--- config.mk ---
export PLATFORM = sky130hd
export DESIGN_NAME = mdio_mgmt_engine
export DESIGN_NICKNAME = d
export VERILOG_FILES = /design/src/rtl/mdio_mgmt_pkg.sv /design/src/rtl/mdio_clk_div.sv /design/src/rtl/mdio_frame_fsm.sv /design/src/rtl/mdio_mgmt_engine.sv
export SDC_FILE = /design/constraint.sdc
export NUM_CORES = 1
export LEC_CHECK = 0
export ABC_CLOCK_PERIOD_IN_PS = 2900
export BUFFER_PORTS_ARGS = -buffer_cell sky130_fd_sc_hd__buf_2
export CELL_PAD_IN_SITES_DETAIL_PLACEMENT = 1
export CELL_PAD_IN_SITES_GLOBAL_PLACEMENT = 1
export CORE_MARGIN = 5
export CORE_UTILIZATION = 45
export CTS_CLUSTER_DIAMETER = 150
export DETAILED_ROUTE_END_ITERATION = 6
export PLACE_DENSITY = 0.87
export SETUP_SLACK_MARGIN = 0.4
export SLEW_MARGIN = 5
export SYNTH_ARGS = -nofsm -noshare
export SYNTH_HDL_FRONTEND = slang
export SYNTH_SLANG_ARGS = --single-unit
--- constraint.sdc ---
create_clock -name clk -period 2.9 [get_ports clk]
set_clock_uncertainty 0.2 [all_clocks]
set_input_delay 0.29 -clock clk [delete_from_list [all_inputs] [get_ports clk]]
set_output_delay 0.29 -clock clk [all_outputs]
set_load 0.05 [all_outputs]
--- src/rtl/mdio_mgmt_pkg.sv ---
package mdio_mgmt_pkg;

    localparam int FRAME_BITS = 64;
    localparam int PRE_BITS   = 32;
    localparam int HDR_LAST   = 45;
    localparam int TURN_LAST  = 47;
    localparam int BIT_W      = $clog2(FRAME_BITS);

    localparam logic [1:0] OPC_READ = 2'b10;

    typedef enum logic [2:0] {
        ST_IDLE,
        ST_PREAMBLE,
        ST_HEADER,
        ST_TURN,
        ST_DATA
    } mdio_state_e;

endpackage

--- src/rtl/mdio_clk_div.sv ---
module mdio_clk_div #(
    parameter int SPD_W = 6
) (
    input  logic             clk,
    input  logic             rst_n,
    input  logic             run,
    input  logic [SPD_W-1:0] speed,
    output logic             mdc,
    output logic             rise_tick,
    output logic             fall_tick
);

    logic [SPD_W-1:0] cnt_q;
    logic             mdc_q;
    logic             term;

    assign term = (speed != '0) && (cnt_q == speed - 1'b1);

    always_ff @(posedge clk or negedge rst_n) begin
        if (!rst_n) begin
            cnt_q <= '0;
            mdc_q <= 1'b0;
        end else if (!run || speed == '0) begin
            cnt_q <= '0;
            mdc_q <= 1'b0;
        end else if (term) begin
            cnt_q <= '0;
            mdc_q <= ~mdc_q;
        end else begin
            cnt_q <= cnt_q + 1'b1;
        end
    end

    assign mdc       = mdc_q;
    assign rise_tick = run && term && !mdc_q;
    assign fall_tick = run && term && mdc_q;

    AST_HALT_LOWERS_MDC: assert property (@(posedge clk) disable iff (!rst_n)
        !run |=> !mdc);

endmodule

--- src/rtl/mdio_frame_fsm.sv ---
module mdio_frame_fsm
    import mdio_mgmt_pkg::*;
(
    input  logic        clk,
    input  logic        rst_n,
    input  logic        start,
    input  logic [31:0] cmd,
    input  logic        rise_tick,
    input  logic        fall_tick,
    input  logic        mdio_i,
    output logic        busy,
    output logic        mdio_o,
    output logic        mdio_oe,
    output logic        done_pulse,
    output logic [15:0] rd_data
);

    mdio_state_e              state_q, state_d;
    logic [BIT_W-1:0]         bit_q;
    logic [FRAME_BITS-1:0]    shift_q;
    logic                     is_rd_q;
    logic [15:0]              cap_q;

    always_comb begin
        state_d = state_q;
        unique case (state_q)
            ST_IDLE:     if (start) state_d = ST_PREAMBLE;
            ST_PREAMBLE: if (fall_tick && bit_q == BIT_W'(PRE_BITS - 1)) state_d = ST_HEADER;
            ST_HEADER:   if (fall_tick && bit_q == BIT_W'(HDR_LAST))     state_d = ST_TURN;
            ST_TURN:     if (fall_tick && bit_q == BIT_W'(TURN_LAST))    state_d = ST_DATA;
            ST_DATA:     if (fall_tick && bit_q == BIT_W'(FRAME_BITS - 1)) state_d = ST_IDLE;
            default:     state_d = ST_IDLE;
        endcase
    end

    always_ff @(posedge clk or negedge rst_n) begin
        if (!rst_n) state_q <= ST_IDLE;
        else        state_q <= state_d;
    end

    always_ff @(posedge clk or negedge rst_n) begin
        if (!rst_n) begin
            bit_q   <= '0;
            shift_q <= '0;
            is_rd_q <= 1'b0;
            cap_q   <= '0;
        end else if (state_q == ST_IDLE) begin
            if (start) begin
                bit_q   <= '0;
                shift_q <= {{PRE_BITS{1'b1}}, cmd};
                is_rd_q <= (cmd[29:28] == OPC_READ);
                cap_q   <= '0;
            end
        end else begin
            if (rise_tick && state_q == ST_DATA && is_rd_q)
                cap_q <= {cap_q[14:0], mdio_i};
            if (fall_tick) begin
                bit_q   <= bit_q + 1'b1;
                shift_q <= {shift_q[FRAME_BITS-2:0], 1'b0};
            end
        end
    end

    always_comb begin
        unique case (state_q)
            ST_IDLE: begin
                mdio_oe = 1'b0;
                mdio_o  = 1'b1;
            end
            ST_PREAMBLE, ST_HEADER: begin
                mdio_oe = 1'b1;
                mdio_o  = shift_q[FRAME_BITS-1];
            end
            ST_TURN, ST_DATA: begin
                mdio_oe = !is_rd_q;
                mdio_o  = shift_q[FRAME_BITS-1];
            end
            default: begin
                mdio_oe = 1'b0;
                mdio_o  = 1'b1;
            end
        endcase
    end

    assign busy       = (state_q != ST_IDLE);
    assign done_pulse = (state_q == ST_DATA) && fall_tick && (bit_q == BIT_W'(FRAME_BITS - 1));
    assign rd_data    = cap_q;

    AST_PREAMBLE_DRIVES_ONE: assert property (@(posedge clk) disable iff (!rst_n)
        (state_q == ST_PREAMBLE) |-> (mdio_oe && mdio_o));

    AST_DONE_LEAVES_BUSY: assert property (@(posedge clk) disable iff (!rst_n)
        done_pulse |=> !busy);

endmodule

--- src/rtl/mdio_mgmt_engine.sv ---
module mdio_mgmt_engine
    import mdio_mgmt_pkg::*;
#(
    parameter int SPD_W = 6
) (
    input  logic             clk,
    input  logic             rst_n,
    input  logic             cmd_wr,
    input  logic [31:0]      cmd_wdata,
    input  logic             evt_wr,
    input  logic             evt_wdata,
    input  logic             speed_wr,
    input  logic [SPD_W-1:0] speed_wdata,
    output logic [31:0]      data_reg,
    output logic             done_evt,
    output logic             busy,
    output logic             mdc,
    output logic             mdio_o,
    output logic             mdio_oe,
    input  logic             mdio_i
);

    logic [SPD_W-1:0] speed_q;
    logic [31:0]      data_q;
    logic             done_q;
    logic             accept;
    logic             rise_tick, fall_tick, done_pulse;
    logic [15:0]      rd_data;

    assign accept = cmd_wr && !busy && (speed_q != '0);

    always_ff @(posedge clk or negedge rst_n) begin
        if (!rst_n)                 speed_q <= '0;
        else if (speed_wr && !busy) speed_q <= speed_wdata;
    end

    always_ff @(posedge clk or negedge rst_n) begin
        if (!rst_n)
            data_q <= '0;
        else if (accept)
            data_q <= cmd_wdata;
        else if (done_pulse && data_q[29:28] == OPC_READ)
            data_q <= {data_q[31:16], rd_data};
    end

    always_ff @(posedge clk or negedge rst_n) begin
        if (!rst_n)                  done_q <= 1'b0;
        else if (done_pulse)         done_q <= 1'b1;
        else if (evt_wr && evt_wdata) done_q <= 1'b0;
    end

    mdio_clk_div #(.SPD_W(SPD_W)) clk_div_i (
        .clk       (clk),
        .rst_n     (rst_n),
        .run       (busy),
        .speed     (speed_q),
        .mdc       (mdc),
        .rise_tick (rise_tick),
        .fall_tick (fall_tick)
    );

    mdio_frame_fsm frame_fsm_i (
        .clk        (clk),
        .rst_n      (rst_n),
        .start      (accept),
        .cmd        (cmd_wdata),
        .rise_tick  (rise_tick),
        .fall_tick  (fall_tick),
        .mdio_i     (mdio_i),
        .busy       (busy),
        .mdio_o     (mdio_o),
        .mdio_oe    (mdio_oe),
        .done_pulse (done_pulse),
        .rd_data    (rd_data)
    );

    assign data_reg = data_q;
    assign done_evt = done_q;

    AST_IDLE_MDC_LOW: assert property (@(posedge clk) disable iff (!rst_n)
        !busy |-> !mdc);

    AST_DATA_HELD_BUSY: assert property (@(posedge clk) disable iff (!rst_n)
        (busy && !done_pulse) |=> $stable(data_reg));

    AST_SPEED_HELD_BUSY: assert property (@(posedge clk) disable iff (!rst_n)
        busy |=> $stable(speed_q));

    AST_ZERO_SPEED_IDLE: assert property (@(posedge clk) disable iff (!rst_n)
        (speed_q == '0 && !busy) |=> !busy);

    AST_DONE_AFTER_BUSY: assert property (@(posedge clk) disable iff (!rst_n)
        $rose(done_evt) |-> $past(busy));

endmodule

==> flow_summary_export.csv <==
group,metric,value,unit
timing,hold_viol,0,
placement,dpl.hpwl,12000,microns
layout,final_cells,976,
routing,vias,6292,
placement,place_inst,864,
cts,clockRootBuffer,"clkbuf_16",
cts,worstSkewPairLatency,0.45,ns
worst_hold_path,hold_class,"in2reg",
routing,drtIter0Drc,714,
synthesis,synth_seq_cells,136,
setup_path,reg2regPathDepth,11,
global_route,grt_pass1_vias,6630,
die,die_area,16800,sq um
die,io_pins,82,
routing,avgRoutedWirePerCell,29.6,microns
placement,io_buffers,81,
global_route,grt_max_degree,65,
outcome,status,"finished, final reports clean",
setup_path,cp_slowest_cell,"dfrtp_1",
setup_path,cp-start-kind,"flop",
setup_path,path_cells,"inv_2 -> ha_4 -> nand2b_1 -> o211ai_2 -> buf_4 -> buf_6 -> a2111oi_4 -> buf_6 -> buf_12 -> nand3_1 -> o221a_2",
layout,syn2layout_area_growth,44.9,%
setup_path,required,3.02,ns
synthesis,synth_edf_count,0,
synthesis,syn-num-nets,684,
synthesis,mappedNetlistArea,6430,sq um
cts,cts_sinks,136,
timing,relSlewSlack,0.598,
die,start_util,0.462,
layout,num-nets-final,833,
setup_path,timing.rr.start,"speed_q[0]",
synthesis,yosysUniqueCellTypes,54,
timing,period_minus_slack,2.82,ns
synthesis,yosysMostFrequentCell,"dfrtp_1",
timing,slew_violations,0,
routing,viasPerCell,6.45,
synthesis,synth-async-reset-ratio,1.00,
layout,final_util,0.669,
setup_path,crit_fanout,24,
power_and_ir_drop,peakVddDrop,0.000490,V
layout,seq_area,3410,sq um
power_and_ir_drop,power,4240,uW
die,fp.coreArea,13900,sq um
synthesis,seq_area_frac_synth,0.529,
layout,multi_input_area,3280,sq um
worst_hold_path,min_path_cells,3,
timing,tightest_slew,0.599,ns
power_and_ir_drop,power_density,455,nW/um^2
routing,route.detailed.drc,0,
synthesis,synthTopCellsByArea,"dfrtp_1 53%, mux2i_1 5.3%, nand2_1 4.5%",
worst_hold_path,worstHoldStart,"evt_wdata",
synthesis,syn_avg_cell_area,10.1,sq um
routing,ant_nets,0,
layout,nFillCells,1398,
power_and_ir_drop,p_leak,0.00408,uW
global_route,grt_usage,0.287,
routing,first_pass_iters,5,
synthesis,synth_flop_cell,"dfrtp_1",
synthesis,ys_warn_count,0,
routing,routed_wl,28900,microns
setup_path,startpoint,"speed_q[0]",
timing,rsz0062_at_grt,"yes",
cts,clockBufferDepth,2,
setup_path,crit_type,"reg2reg",
die,rows,43,
layout,largest_register_ffs,64,
timing,fmaxAchievable,354,MHz
global_route,overflow,0,
setup_path,cp_common_cell,"buf_6",
setup_path,critical_path.max_stage_delay,0.39,ns
synthesis,synth_top_area_cell,"dfrtp_1",
cts,path_clk_slew,0.06,ns
die,die_w,130,microns
cts,cts_tree,"yes",
synthesis,synth_top_area_frac,0.529,
timing,setup_violations,0,
cts,numCtsBuffers,17,
global_route,grt_pass1_wl,36800,microns
setup_path,crit_arrival,2.94,ns
setup_path,critPathCaptureType,"flop",
synthesis,synthTopCellsByCount,"136 x dfrtp_1, 77 x nand2_1, 47 x inv_1, 42 x nor2_1, 34 x mux2i_1",
layout,n_antenna_cell,0,
timing,fin_setup_tns,0,ns
flow_run,max_cap_viol_count,0,
timing,final.period_utilization,0.974,
global_route,grt_antenna_before_repair,0,
placement,gp_congestion,0.890,
die,fp.dieH,130,microns
placement,post-place-ws,0.106,ns
cts,cts.htree.levels,4,
timing,fin_ws,0.0762,ns
synthesis,syn_inst,634,
layout,layout-drive-gt1-share,0.353,
-- logic make-up after synthesis --
family	Yosys count	share of synthesized area
AO/OA/AOI/OAI	113	0.141
multiplexers	40	0.0634
XOR/XNOR	11	0.0150
buffers and inverters	99	0.0640
adder cells (fa/ha/maj)	5	0.00973
AND/OR/NAND/NOR	230	0.178
flip-flops	136	0.529
-- placed cells by master, fill, tap and decap left out, drive strengths merged, types with 2 or more instances in the layout --
master	Yosys	layout
buf	30	133
mux2	6	6
or4	6	6
nand3	18	18
ha	5	5
o31ai	20	20
a31oi	32	32
nand2b	3	3
o21ai	9	9
or2	1	2
mux2i	34	34
a21oi	7	7
dlygate4sd3	0	39
nand3b	2	2
nor3	32	32
clkinv	0	6
nor2	42	42
inv	47	47
o221a	23	23
clkbuf	22	32
nand2	77	77
dfrtp	136	136
o211ai	3	3
or3	17	17
xor2	7	7
nand4	18	18
xnor2	4	4
nor4	7	7
a311oi	9	9
bufinv	0	2
-- power breakdown --
| group | leakage (uW) | switching [uW] | internal [uW] | total, uW |
|---|---|---|---|---|
| Combinational | 0.00219 | 75.0 | 63.0 | 138 |
| Sequential | 0.00161 | 0 | 1900 | 1900 |
| Clock | 0.000286 | 881 | 1320 | 2200 |
| Total | 0.00408 | 956 | 3280 | 4240 |
-- metrics by stage --
step	area (sq um)	hold WS, ns
after global placement	7050	0.0599
after CTS	8390	0.000709
final	9320	0.0426
after detailed placement	7050	0.0716
after floorplan	6430	-0.206
after global routing	9320	0.0351
-- cell type report --
class	instances	area share
clock buffers	23	0.0513
multi-input cells	400	0.352
flip-flops and latches	136	0.366
well taps	180	0.0242
inverters	47	0.0189
clock inverters	9	0.0105
repair buffers	181	0.177
-- critical path, delay by kind of cell (launching register included) --
kind	cells	cell delay (ns)
flip-flops	1	0.39
adder cells (fa/ha/maj)	1	0.16
buffers and inverters	5	0.76
AND/OR/NAND/NOR	2	0.48
AO/OA/AOI/OAI	3	0.71
-- path summary, 6_finish.rpt --
check | endpoint | slack, ns
hold reg to reg | data_reg[19] | 0.27
min in group asynchronous | frame_fsm_i.shift_q[47] | 0.16
setup reg to reg | frame_fsm_i.shift_q[6] | 0.08
setup / recovery | frame_fsm_i.shift_q[6] | 0.08
hold / removal | done_evt | 0.04
max in group asynchronous | speed_q[2] | 1.58
-- routing by layer --
layer | global-route usage | vias up | wire (microns)
met5 | 0 | - | 0
met1 | 0.327 | 3203 | 10300
met2 | 0.509 | 357 | 14400
met4 | 0.130 | 0 | 2030
met3 | 0.0688 | 152 | 2080
li1 | - | 2580 | -
-- repair_timing --
item                                    4_1_cts  5_1_grt
hold endpoints to repair                     94        0
pin swaps                                     6       39
setup buffers                                13       14
endpoints found under the setup margin       97      131
hold buffers                                 39        0
gates resized for setup                      39      103
cloned                                        5        9
Note: power is estimated with default switching activity, not from simulation.
